$ cat src/rtl/bus_slave_pkg.sv
package bus_slave_pkg;

    typedef enum logic [1:0] {
        PH_IDLE,
        PH_WAIT,
        PH_DONE
    } phase_e;

    typedef enum logic [1:0] {
        KIND_NONE,
        KIND_READ,
        KIND_WRITE
    } kind_e;

    function automatic kind_e decode_kind(input logic [1:0] st_n);
        case (st_n)
            2'b10:   return KIND_WRITE;
            2'b01:   return KIND_READ;
            default: return KIND_NONE;
        endcase
    endfunction

endpackage

$ cat src/rtl/bus_parity_chk.sv
module bus_parity_chk #(
    parameter int AW = 16,
    parameter int DW = 32,
    parameter int NB = DW / 8
) (
    input  logic [AW-1:0] addr,
    input  logic          apar,
    input  logic [DW-1:0] wdata,
    input  logic [NB-1:0] dpar,
    input  logic [NB-1:0] be_n,
    input  logic [DW-1:0] rdata,
    output logic          addr_err,
    output logic          data_err,
    output logic [NB-1:0] rpar
);

    logic [NB-1:0] lane_bad;

    assign addr_err = ^{addr, apar};

    for (genvar i = 0; i < NB; i++) begin : g_lane
        assign lane_bad[i] = (^{wdata[8*i +: 8], dpar[i]}) & ~be_n[i];
        assign rpar[i]     = ^rdata[8*i +: 8];
    end

    assign data_err = |lane_bad;

endmodule

$ cat src/rtl/bus_slave_store.sv
module bus_slave_store #(
    parameter int DW        = 32,
    parameter int NB        = DW / 8,
    parameter int MEM_WORDS = 16,
    parameter int IO_WORDS  = 4,
    localparam int MIW      = $clog2(MEM_WORDS),
    localparam int IIW      = $clog2(IO_WORDS)
) (
    input  logic           clk,
    input  logic           rst_n,
    input  logic           we,
    input  logic           mem_sel,
    input  logic [MIW-1:0] mem_idx,
    input  logic [IIW-1:0] io_idx,
    input  logic [NB-1:0]  wbe,
    input  logic [DW-1:0]  wdata,
    output logic [DW-1:0]  rd_data
);

    logic [DW-1:0] mem_q [MEM_WORDS];
    logic [DW-1:0] io_q  [IO_WORDS];

    always_ff @(posedge clk or negedge rst_n) begin
        if (!rst_n) begin
            for (int w = 0; w < MEM_WORDS; w++) mem_q[w] <= '0;
            for (int w = 0; w < IO_WORDS; w++)  io_q[w]  <= '0;
        end else if (we) begin
            for (int b = 0; b < NB; b++) begin
                if (wbe[b]) begin
                    if (mem_sel) mem_q[mem_idx][8*b +: 8] <= wdata[8*b +: 8];
                    else         io_q[io_idx][8*b +: 8]   <= wdata[8*b +: 8];
                end
            end
        end
    end

    assign rd_data = mem_sel ? mem_q[mem_idx] : io_q[io_idx];

endmodule

$ cat src/rtl/bus_slave_ctrl.sv
module bus_slave_ctrl
    import bus_slave_pkg::*;
#(
    parameter int AW        = 16,
    parameter int DW        = 32,
    parameter int NB        = DW / 8,
    parameter int MEM_WORDS = 16,
    parameter int IO_WORDS  = 4,
    parameter int MEM_WAIT  = 3,
    parameter int IO_WAIT   = 1
) (
    input  logic          clk,
    input  logic          rst_n,
    input  logic          ads_n,
    input  logic          cmd_n,
    input  logic [1:0]    st_n,
    input  logic          mem_io,
    input  logic [AW-1:0] addr,
    input  logic          apar,
    input  logic [NB-1:0] be_n,
    input  logic [DW-1:0] wdata,
    input  logic [NB-1:0] dpar,
    input  logic          err_clr,
    output logic [DW-1:0] rdata,
    output logic [NB-1:0] rpar,
    output logic          rdy,
    output logic          chk_n,
    output logic          err_flag
);

    localparam int MIW  = $clog2(MEM_WORDS);
    localparam int IIW  = $clog2(IO_WORDS);
    localparam int MAXW = (MEM_WAIT > IO_WAIT) ? MEM_WAIT : IO_WAIT;
    localparam int CW   = $clog2(MAXW + 1);

    typedef struct packed {
        phase_e         phase;
        logic [CW-1:0]  cnt;
        logic           rdy;
        logic           chk_n;
        logic           err;
        logic           ads_prev;
        logic           cmd_prev;
        logic [MIW-1:0] midx;
        logic [IIW-1:0] iidx;
        logic           mem;
        logic           addr_bad;
        logic           drop;
        logic           is_wr;
        logic [NB-1:0]  be;
        logic [DW-1:0]  wdata;
        logic [DW-1:0]  rdata;
    } regs_t;

    regs_t r_q, r_d;

    logic          addr_err, data_err;
    logic          store_we;
    logic [DW-1:0] store_rd;
    logic [DW-1:0] lane_mask;
    kind_e         kind;

    bus_parity_chk #(.AW(AW), .DW(DW), .NB(NB)) i_par (
        .addr     (addr),
        .apar     (apar),
        .wdata    (wdata),
        .dpar     (dpar),
        .be_n     (be_n),
        .rdata    (r_q.rdata),
        .addr_err (addr_err),
        .data_err (data_err),
        .rpar     (rpar)
    );

    bus_slave_store #(.DW(DW), .NB(NB), .MEM_WORDS(MEM_WORDS), .IO_WORDS(IO_WORDS)) i_store (
        .clk     (clk),
        .rst_n   (rst_n),
        .we      (store_we),
        .mem_sel (r_q.mem),
        .mem_idx (r_q.midx),
        .io_idx  (r_q.iidx),
        .wbe     (r_q.be),
        .wdata   (r_q.wdata),
        .rd_data (store_rd)
    );

    always_comb begin
        for (int b = 0; b < NB; b++) lane_mask[8*b +: 8] = {8{r_q.be[b]}};
    end

    always_comb begin
        r_d          = r_q;
        r_d.ads_prev = ads_n;
        r_d.cmd_prev = cmd_n;
        r_d.chk_n    = 1'b1;
        store_we     = 1'b0;
        kind         = decode_kind(st_n);

        // clear first so that a same-cycle set wins
        if (err_clr) r_d.err = 1'b0;

        // address phase
        if (!ads_n && r_q.ads_prev) begin
            r_d.midx     = addr[2 +: MIW];
            r_d.iidx     = addr[2 +: IIW];
            r_d.mem      = mem_io;
            r_d.addr_bad = addr_err;
            if (addr_err) begin
                r_d.chk_n = 1'b0;
                r_d.err   = 1'b1;
            end
        end

        case (r_q.phase)
            PH_IDLE: begin
                if (!cmd_n && r_q.cmd_prev && kind != KIND_NONE) begin
                    r_d.is_wr = (kind == KIND_WRITE);
                    r_d.be    = ~be_n;
                    r_d.wdata = wdata;
                    r_d.cnt   = r_q.mem ? CW'(MEM_WAIT) : CW'(IO_WAIT);
                    r_d.rdy   = 1'b0;
                    r_d.phase = PH_WAIT;
                    r_d.drop  = r_q.addr_bad;
                    if (kind == KIND_WRITE && data_err) begin
                        r_d.drop  = 1'b1;
                        r_d.chk_n = 1'b0;
                        r_d.err   = 1'b1;
                    end
                end
            end
            PH_WAIT: begin
                if (r_q.cnt == CW'(1)) begin
                    r_d.phase = PH_DONE;
                    r_d.rdy   = 1'b1;
                    if (!r_q.drop) begin
                        if (r_q.is_wr) store_we  = 1'b1;
                        else           r_d.rdata = store_rd & lane_mask;
                    end
                end else begin
                    r_d.cnt = r_q.cnt - CW'(1);
                end
            end
            PH_DONE: begin
                if (cmd_n) begin
                    r_d.phase = PH_IDLE;
                    r_d.rdata = '0;
                end
            end
            default: r_d.phase = PH_IDLE;
        endcase
    end

    always_ff @(posedge clk or negedge rst_n) begin
        if (!rst_n) begin
            r_q          <= '0;
            r_q.phase    <= PH_IDLE;
            r_q.rdy      <= 1'b1;
            r_q.chk_n    <= 1'b1;
            r_q.ads_prev <= 1'b1;
            r_q.cmd_prev <= 1'b1;
        end else begin
            r_q <= r_d;
        end
    end

    assign rdata    = r_q.rdata;
    assign rdy      = r_q.rdy;
    assign chk_n    = r_q.chk_n;
    assign err_flag = r_q.err;

endmodule

$ cat config.mk
export PLATFORM = sky130hd
export DESIGN_NAME = bus_slave_ctrl
export DESIGN_NICKNAME = d
export VERILOG_FILES = /design/src/rtl/bus_slave_pkg.sv /design/src/rtl/bus_parity_chk.sv /design/src/rtl/bus_slave_store.sv /design/src/rtl/bus_slave_ctrl.sv
export SDC_FILE = /design/constraint.sdc
export NUM_CORES = 1
export LEC_CHECK = 0
export BUFFER_PORTS_ARGS = -buffer_cell sky130_fd_sc_hd__buf_2
export CORE_MARGIN = 5
export CORE_UTILIZATION = 55
export DETAILED_ROUTE_END_ITERATION = 10
export GPL_TIMING_DRIVEN = 0
export PLACE_DENSITY = 0.75
export SETUP_SLACK_MARGIN = 0.3
export SYNTH_ARGS = -nofsm -noshare
export SYNTH_HDL_FRONTEND = slang
export SYNTH_HIERARCHICAL = 1
export SYNTH_SLANG_ARGS = --single-unit
export TNS_END_PERCENT = 30
$ cat constraint.sdc
create_clock -name clk -period 2.5 [get_ports clk]
set_clock_uncertainty 0.2 [all_clocks]
set_input_delay 0.125 -clock clk [delete_from_list [all_inputs] [get_ports clk]]
set_output_delay 0.125 -clock clk [all_outputs]
set_load 0.05 [all_outputs]
# Yosys cells after proc, flatten, opt, wreduce, memory -nomap -nowiden
# Index checks and enable logic that the tools add are counted.
[word_totals]
ff_bits = 727
in_bits = 65
output_inout_bits = 39
wordCells = 169
[op_classes]
n_addsub = 1
magnitude_cmp = 4
eq_ne = 12
n_mux = 77
bitwise_logic = 12
n_reduce_logical = 27
[ops]
columns = ["cell", "count"]
rows = [
  ["512-bit two-way mux", 11],
  ["512-bit bitwise mux", 4],
  ["128-bit two-way mux", 11],
  ["128-bit bitwise mux", 4],
  ["32-bit demux with 4-bit select", 4],
  ["32-bit two-way mux", 11],
  ["32-bit demux with 2-bit select", 4],
  ["32-bit binary-select mux with 4-bit select", 1],
  ["32-bit binary-select mux with 2-bit select", 1],
  ["32-bit one-hot mux with 2 select lines", 1],
  ["24-bit two-way mux", 2],
  ["9-bit XOR reduction", 4],
  ["32-bit AND", 1],
  ["16-bit two-way mux", 2],
  ["8-bit XOR reduction", 4],
  ["17-bit XOR reduction", 1],
  ["2-bit two-way mux", 8],
  ["8-bit two-way mux", 2],
  ["2-bit inequality test (second input constant)", 6],
  ["3-bit AND reduction", 3],
  ["1-bit two-way mux", 7],
  ["7-bit two-way mux", 1],
  ["2-bit by 1-bit == test with 1-bit output (second input constant)", 3],
  ["2-bit == test (second input constant)", 3],
  ["other kinds (20)", 34],
]

# Longest topological paths before layout
# Gate-level depths: netlist (run 1).
[logic_depth]
ltp_word = 20
ltp_mapped = 9
depth_no_buf = 8

# Cells and area by module
# The synthesis (run 1) kept the hierarchy.
[by_module_without_submodules]
columns = ["module", "instances", "cells_per_inst", "area_per_inst_um2", "seq_area_each_um2"]
rows = [
  ["bus_slave_store", 1, 1902, 29839.9, 16015.4],
  ["bus_slave_ctrl", 1, 285, 3920.0, 2132.0],
  ["bus_parity_chk", 1, 76, 767.0, 0.0],
]

# Worst setup path after synthesis (run 1)
# Ideal clock, no wire load.
[synth_timing]
path_type = "flip-flop to flip-flop"
startpoint = "register r_q[86] (netlist name)"
endpoint = "register i_store/mem_q[408] (netlist name)"
setup_time_ns = 0.125
arrival_ns = 2.005
required_ns = 2.175
slack_ns = 0.170
stages_incl_launch_ff = 9
path_buffers = 2
period_less_slack_ns = 2.330
cell_sequence = "dfrtp_1 -> nor2b_1 -> nand2_1 -> nor3b_1 -> buf_6 -> and3_2 -> buf_6 -> nand3_2 -> mux2_2"
[synth_via]
elab_chain_len = 2
[synth_rtl]
columns = ["element", "line_no", "text"]
rows = [
  ["start, declared", "bus_slave_ctrl.sv:55", "regs_t r_q, r_d;"],
  ["start signal, assigned", "bus_slave_ctrl.sv:162", "r_q <= r_d;"],
  ["2-bit by 1-bit == test with 1-bit output", "bus_slave_ctrl.sv:114", "case (r_q.phase)"],
  ["1-bit two-way mux", "bus_slave_ctrl.sv:114", ""],
  ["net store_we", "bus_slave_ctrl.sv:58", "logic store_we;"],
  ["end signal, assigned by index", "bus_slave_store.sv:30", "if (mem_sel) mem_q[mem_idx][8*b +: 8] <= wdata[8*b +: 8];"],
  ["end, declared", "bus_slave_store.sv:20", "logic [DW-1:0] mem_q [MEM_WORDS];"],
]
# The timed path passes the listed nets, and every way through them passes these cells.
# A chain may end at the register's enable or synchronous reset.

# Worst setup path after layout (run 1)
[layout_timing]
startpoint = "register r_q[76] (netlist name)"
endpoint = "register r_q, in the netlist rdata[22]"
[layout_via]
elab_chain_len = 10
[layout_rtl]
columns = ["element", "line_no", "text"]
rows = [
  ["4-bit NOT with 5-bit output (not written as such)", "bus_slave_store.sv:37", "assign rd_data = mem_sel ? mem_q[mem_idx] : io_q[io_idx];"],
  ["32-bit binary-select mux with 4-bit select", "bus_slave_store.sv:37", ""],
  ["32-bit two-way mux (not written as such) (2 in a row)", "bus_slave_store.sv:37", ""],
  ["32-bit two-way mux", "bus_slave_store.sv:37", ""],
  ["net store_rd[22]", "bus_slave_ctrl.sv:59", "logic [DW-1:0] store_rd;"],
  ["32-bit AND", "bus_slave_ctrl.sv:137", "else r_d.rdata = store_rd & lane_mask;"],
  ["32-bit two-way mux", "bus_slave_ctrl.sv:136", "if (r_q.is_wr) store_we = 1'b1;"],
  ["32-bit two-way mux", "bus_slave_ctrl.sv:135", "if (!r_q.drop) begin"],
  ["32-bit two-way mux", "bus_slave_ctrl.sv:132", "if (r_q.cnt == CW'(1)) begin"],
  ["32-bit one-hot mux with 2 select lines", "bus_slave_ctrl.sv:114", ""],
]
# The timed path passes the listed nets, and every way through them passes these cells. The select of a mux whose other input is x is not followed.

==> results.sh, run 1 <==
export IMPL_htreeDepth=3
export IMPL_crit_chain="nor2b_1, buf_2, buf_6, buf_4, a22oi_1, a31oi_2, and3_1, mux2_2"
export IMPL_ant_nets=0
export IMPL_grt_max_degree=134
export IMPL_synth_async_reset_ratio_pct=100
export IMPL_place_inst=3209
export IMPL_p_clk_share_pct=32.6
export IMPL_drcViolationCount=0
export IMPL_fmax_ghz=0.366
export IMPL_vias_per_cell=6.39
export IMPL_critPathLaunchType="flip-flop"
export IMPL_hp_class="primary input to async pin"
export IMPL_status="complete, but fails checks"
export IMPL_synthCells=2263
export IMPL_yosysTopAreaCellShare_pct=52.3
export IMPL_drt_pass1_iter_count=5
export IMPL_synthDistinctLibCells=61
export IMPL_hold_ws_ns=-0.106
export IMPL_area_growth_pct=22.8
export IMPL_p_int_w=0.0227
export IMPL_switching_share_pct=34.1
export IMPL_final_common_cell="dfrtp_1"
export IMPL_wirelength_um=105000
export IMPL_drive_gt1_share_pct=56.6
export IMPL_grt_pass1_wl_um=152000
export IMPL_antenna_found_initial=3
export IMPL_p_leak_nw=20.1
export IMPL_clk_path_buf_depth=3
export IMPL_gp_congestion=0.902
export IMPL_syn_area_um2=34500
export IMPL_violations="negative hold slack, negative setup slack"
export IMPL_vias=22200
export IMPL_crit_fanout=10
export IMPL_period_needed_ns=2.73
export IMPL_synth_edff_count=0
export IMPL_drv_slew=0
export IMPL_grt_pass1_vias=23400
export IMPL_final_cell_mix="dfrtp_1, mux2_2, mux2_4"
export IMPL_cts_hold_buffers_added=52
export IMPL_ys_seq_elements=725
export IMPL_yosysTopAreaCell="dfrtp_1"
export IMPL_coreArea_um2=61900
export IMPL_drt_initial_drc_count=2214
export IMPL_portBuffers=103
export IMPL_dieHeight_um=261
export IMPL_critical_path_slowest_cell="dfrtp_1"
export IMPL_yosys_most_used_dff="dfrtp_1"
export IMPL_power_share_combinational_pct=28.1
export IMPL_drv_cap=0
export IMPL_clkLatencyLatePin_ns=0.63
export IMPL_cts_root_buf="clkbuf_16"
export IMPL_io_pins=104
export IMPL_vdd_drop_max_mv=0.515
export IMPL_numCtsBuffers=77
export IMPL_wl_per_cell_um=30.3
export IMPL_cp_end_kind="flip-flop"
export IMPL_cp_data_required_time_ns=2.86
export IMPL_cts_num_sinks=725
export IMPL_grt_total_usage_pct=30.3
export IMPL_worst_pin_slew_ns=0.889
export IMPL_placed_area_um2=36500
export IMPL_synth_warnings=6
export IMPL_postSynthAreaPerCell_um2=15.3
export IMPL_switching_power_w=0.0117
export IMPL_start_util_pct=55.7
export IMPL_die_width_um=261
export IMPL_syn_nets=2330
export IMPL_post_dp_hpwl_um=65800
export IMPL_power_density_nw_per_um2=813
export IMPL_fin_crit_sh_pct=109
export IMPL_maxSlewHeadroom_pct=39.1
export IMPL_slowest_delay_ns=0.49
export IMPL_setup_viol=366
export IMPL_layoutNonFillerInstCount=3474
export IMPL_synthTopCellsByArea="dfrtp_1, mux2_2, mux4_2"
export IMPL_worst_slack_ns=-0.230
export IMPL_layout_nets=2645
export IMPL_clk_pin_slew_ns=0.06
export IMPL_rsz0062_at_grt="yes"
export IMPL_worstSetupPathType="flip-flop to flip-flop"
export IMPL_seq_area_frac_synth_pct=52.6
export IMPL_cts_tree="yes"
export IMPL_globalRouteOverflowTotal=0
export IMPL_dieArea_um2=67900
export IMPL_worst_ep_arrival_time_ns=3.09
export IMPL_hold_violations=72
export IMPL_power_frac_seq_pct=39.3
export IMPL_num_rows=91
export IMPL_post_route_cell_area_um2=42400
## cells by family after synthesis
| kind of cell | Yosys count | share of synthesized area, % |
|---|---|---|
| multiplexers | 910 | 34.0 |
| flip-flops | 725 | 52.6 |
| AND/OR/NAND/NOR | 253 | 5.37 |
| buffers and inverters | 201 | 3.59 |
| AO/OA/AOI/OAI | 109 | 2.42 |
| XOR/XNOR | 63 | 1.97 |
| adder cells (fa/ha/maj) | 2 | 0.0725 |
## routing by layer
metal / vias to the layer above / GRT usage, % / share of wire (%)
met5: - / 0 / 0.021
met4: 4 / 16.2 / 6.9
met3: 359 / 6.72 / 8.2
met2: 1048 / 46.7 / 46
met1: 11800 / 40.5 / 39
li1: 8984 / - / -
## worst paths after layout
path / from / endpoint / slack (ns) / cells past startpoint
max: r_q[76] / rdata[22] / -0.23 / 8
min: rst_n / lane_mask[24] / -0.11 / 2
max reg2reg: r_q[76] / rdata[22] / -0.23 / 8
min reg2reg: i_store/io_q[51] / i_store/io_q[51] / 0.30 / 1
max in group asynchronous: rst_n / r_q[34] / 0.52 / 4
min in group clk: addr[13] / r_q[70] / 0.04 / 6
## cell usage after synthesis (2+ instances only)
cell type / instances
and2_1: 4
nand2_1: 63
nand3_4: 24
inv_1: 12
mux2i_1: 32
and3_2: 2
and3_1: 34
nor2b_1: 12
o221a_1: 2
dfstp_2: 4
nor2_4: 21
a41oi_1: 2
ha_1: 2
xnor2_1: 45
xnor3_1: 5
a31oi_1: 32
mux2_1: 12
nor2_1: 40
o31ai_1: 2
nor3_1: 2
nand2_2: 12
mux4_2: 126
a221oi_1: 24
clkbuf_1: 76
xor3_1: 4
nand2b_1: 2
nor3b_2: 2
xor2_1: 9
mux2_4: 32
buf_6: 26
buf_2: 35
o21ai_0: 3
mux2_2: 708
a22oi_1: 30
o221a_2: 6
dfrtp_1: 721
buf_8: 2
a21oi_1: 2
buf_4: 46
or3_1: 2
nor3_2: 2
buf_12: 3
nand3_2: 20
## timing repair
action,4_1_cts,5_1_grt
setup endpoints to repair,703,845
setup buffers,39,26
gates resized for setup,264,147
pin swaps,32,33
gates cloned,6,4
hold endpoints to repair,443,72
## metrics by stage
step / setup TNS, ns / total power [W] / worst slack (ns) / utilization, %
final: -19.35 / 0.0345 / -0.230 / 68.4
after CTS: -2.54 / 0.0341 / -0.124 / 66.7
after detailed placement: -78.35 / 0.0221 / -0.826 / 58.9
after global routing: -24.55 / 0.0356 / -0.230 / 68.4
after floorplan: 0 / 0.0191 / 0.231 / -
after global placement: -9596.62 / 0.0219 / -13.28 / 58.6
## registers in the layout, summed over array words and instances (netlist names)
| signal | flops |
|---|---|
| r_q | 46 |
| err_flag | 1 |
| rdata | 32 |
| lane_mask | 4 |
| i_store/mem_q | 512 |
| rdy | 1 |
| i_store/io_q | 128 |
| chk_n | 1 |
## power groups by stage
stage               registers (W)  logic (W)  clock network (W)
finish                     0.0135    0.00970             0.0112
detailed placement         0.0137    0.00845                  0
global route               0.0136     0.0101             0.0118
global placement           0.0136    0.00821                  0
floorplan                  0.0134    0.00569                  0
CTS                        0.0135    0.00928             0.0114
## final cells by class
| type | count | area (µm²) |
|---|---|---|
| plain buffers | 189 | 1620 |
| clock inverters | 20 | 153 |
| repair buffers | 236 | 2340 |
| well taps | 837 | 1050 |
| fillers | 4000 | 19500 |
| diodes | 1 | 2.50 |
| multi-input cells | 1337 | 16700 |
| inverters | 12 | 45.0 |
| clock buffers | 117 | 2330 |
| flip-flops and latches | 725 | 18200 |
## critical path, delay by kind of cell, from the launching register on
family / cells / cell delay [ns]
buf+inv: 3 / 0.92
compound gates: 2 / 0.54
flops: 1 / 0.49
simple gates: 2 / 0.39
mux: 1 / 0.14
Note: power is estimated with default switching activity, not from simulation.
==> inputs of run 2 (changes only) <==
PLACE_DENSITY = 0.83   (was 0.75)
clock period = 3.5 ns   (was 2.5 ns; I/O delays follow)
==> results.sh, run 2 (synthesis gave the netlist of run 1 again) <==
export IMPL_maxSlewHeadroom_pct=23.6
export IMPL_nFillCells=4336
export IMPL_fmax_ghz=0.306
export IMPL_drv_cap=0
export IMPL_drv_slew=0
export IMPL_num_rows=91
export IMPL_final_common_cell="dfrtp_1"
export IMPL_layout_nets=2569
export IMPL_cp_startpoint="r_q[75]"
export IMPL_postCtsSetupBuffers=0
export IMPL_rsz0062_at_grt="yes"
export IMPL_setup_viol=0
export IMPL_postLayoutCoreUtil_pct=63.4
export IMPL_post_dp_hpwl_um=65600
export IMPL_cp_end_kind="flip-flop"
export IMPL_grt_total_usage_pct=28.9
export IMPL_period_needed_ns=3.27
export IMPL_clkLatencyLatePin_ns=0.62
export IMPL_dieHeight_um=261
export IMPL_cts_root_buf="clkbuf_16"
export IMPL_status="finished, final reports clean"
export IMPL_critPathLaunchType="flip-flop"
export IMPL_coreArea_um2=61900
export IMPL_rrSetupSlack_ns=0.23
export IMPL_cts_num_sinks=725
export IMPL_start_util_pct=55.7
export IMPL_grt_pass1_wl_um=146000
export IMPL_worst_ep_arrival_time_ns=3.61
export IMPL_slowest_delay_ns=0.88
export IMPL_grt_pass1_vias=23200
export IMPL_layoutNonFillerInstCount=3400
export IMPL_htreeDepth=3
export IMPL_cp_data_required_time_ns=3.84
export IMPL_wl_per_cell_um=28.7
export IMPL_drt_initial_drc_count=2153
export IMPL_p_leak_nw=19.1
export IMPL_portBuffers=103
export IMPL_hold_violations=0
export IMPL_hold_ws_ns=0.0444
export IMPL_numCtsBuffers=75
export IMPL_worst_pin_slew_ns=1.15
export IMPL_crit_fanout=10
export IMPL_drive_gt1_share_pct=51.3
export IMPL_crit_top_cell="buf_4"
export IMPL_globalRouteOverflowTotal=0
export IMPL_critPathBufInv=3
export IMPL_area_growth_pct=13.8
export IMPL_largestRegisters="i_store/mem_q: 512 flops, i_store/io_q: 128 flops, r_q: 46 flops"
export IMPL_ant_nets=0
export IMPL_power_density_nw_per_um2=605
export IMPL_r2r_start="r_q[75]"
export IMPL_worstSetupPathType="flip-flop to flip-flop"
export IMPL_fin_setup_tns_ns=0
export IMPL_wirelength_um=97500
export IMPL_vdd_drop_max_mv=0.438
export IMPL_place_inst=3209
export IMPL_io_pins=104
export IMPL_cts_tree="yes"
export IMPL_crit_end="rdata[0]"
export IMPL_crit_chain="buf_4, buf_4, nor2b_1, clkbuf_1, nand2_1, a31oi_1, and3_1, mux2_2"
export IMPL_dieArea_um2=67900
export IMPL_drcViolationCount=0
export IMPL_crit_family="buffers and inverters"
export IMPL_worst_path_stages=8
export IMPL_critical_path_slowest_cell="clkbuf_1"
export IMPL_largest_reg_flops=512
export IMPL_finalPower_w=0.0238
export IMPL_drt_pass1_iter_count=7
export IMPL_rr_worst_depth=8
export IMPL_top_register="i_store/mem_q"
export IMPL_grt_max_degree=133
export IMPL_final_cell_mix="dfrtp_1, mux2_2, buf_2"
export IMPL_clk_path_buf_depth=3
export IMPL_vias=21700
export IMPL_r2r_end="rdata[0]"
export IMPL_vias_per_cell=6.38
export IMPL_die_width_um=261
export IMPL_clk_pin_slew_ns=0.06
export IMPL_gp_congestion=0.895
export IMPL_antenna_found_initial=0
export IMPL_hp_class="primary input to flip-flop"
export IMPL_fin_crit_sh_pct=93.4
run 2: what timing repair did:
action                                 4_1_cts  5_1_grt
setup endpoints to repair                    5       10
endpoints found under the hold margin      445        0
gates resized for setup                      1        3
hold buffers                                53        0
run 2: per-layer routing:
layer / track usage [%] / vias up / routed length, µm
met1: 37.9 / 11600 / 37900
li1: - / 8806 / -
met4: 15.9 / 0 / 6140
met5: 0 / - / 0
met3: 5.96 / 296 / 7640
met2: 45.4 / 1007 / 45800
run 2: report_power, final:
part	internal [W]	leakage, nW	switching (W)
registers	0.00904	10.0	0.000610
clock network	0.00467	1.23	0.00334
logic	0.00211	7.85	0.00399
total	0.0158	19.1	0.00794
run 2: final cells by class:
class	count	area (µm²)	area share, %
inverter	12	45.0	0.115
multi-input combinational	1337	15100	38.5
clock buffer	115	2290	5.82
tap	837	1050	2.66
clock inverter	22	199	0.506
sequential	725	18100	46.2
buffer	189	1190	3.04
antenna	1	2.50	0.00637
timing repair buffer	162	1230	3.13
run 2: worst min-delay path by stage:
stage / slack [ns] / cells past startpoint / end / start
2_1_floorplan: -0.32 / 0 / err_flag / rst_n
3_3_place_gp: 0.1 / 1 / r_q[79] / ads_n
3_5_place_dp: -0.1 / 1 / i_store/io_q[39] / rst_n
4_1_cts: 0.01 / 2 / r_q[79] / ads_n
5_1_grt: 0.04 / 2 / r_q[79] / ads_n
6_report: 0.04 / 2 / r_q[79] / ads_n
run 2: stage by stage:
stage / area (µm²) / setup slack, ns
2_1_floorplan: 34500 / 1.17
3_3_place_gp: 36100 / -11.94
3_5_place_dp: 36300 / 0.242
4_1_cts: 39300 / 0.216
5_1_grt: 39300 / 0.188
6_report: 39300 / 0.231
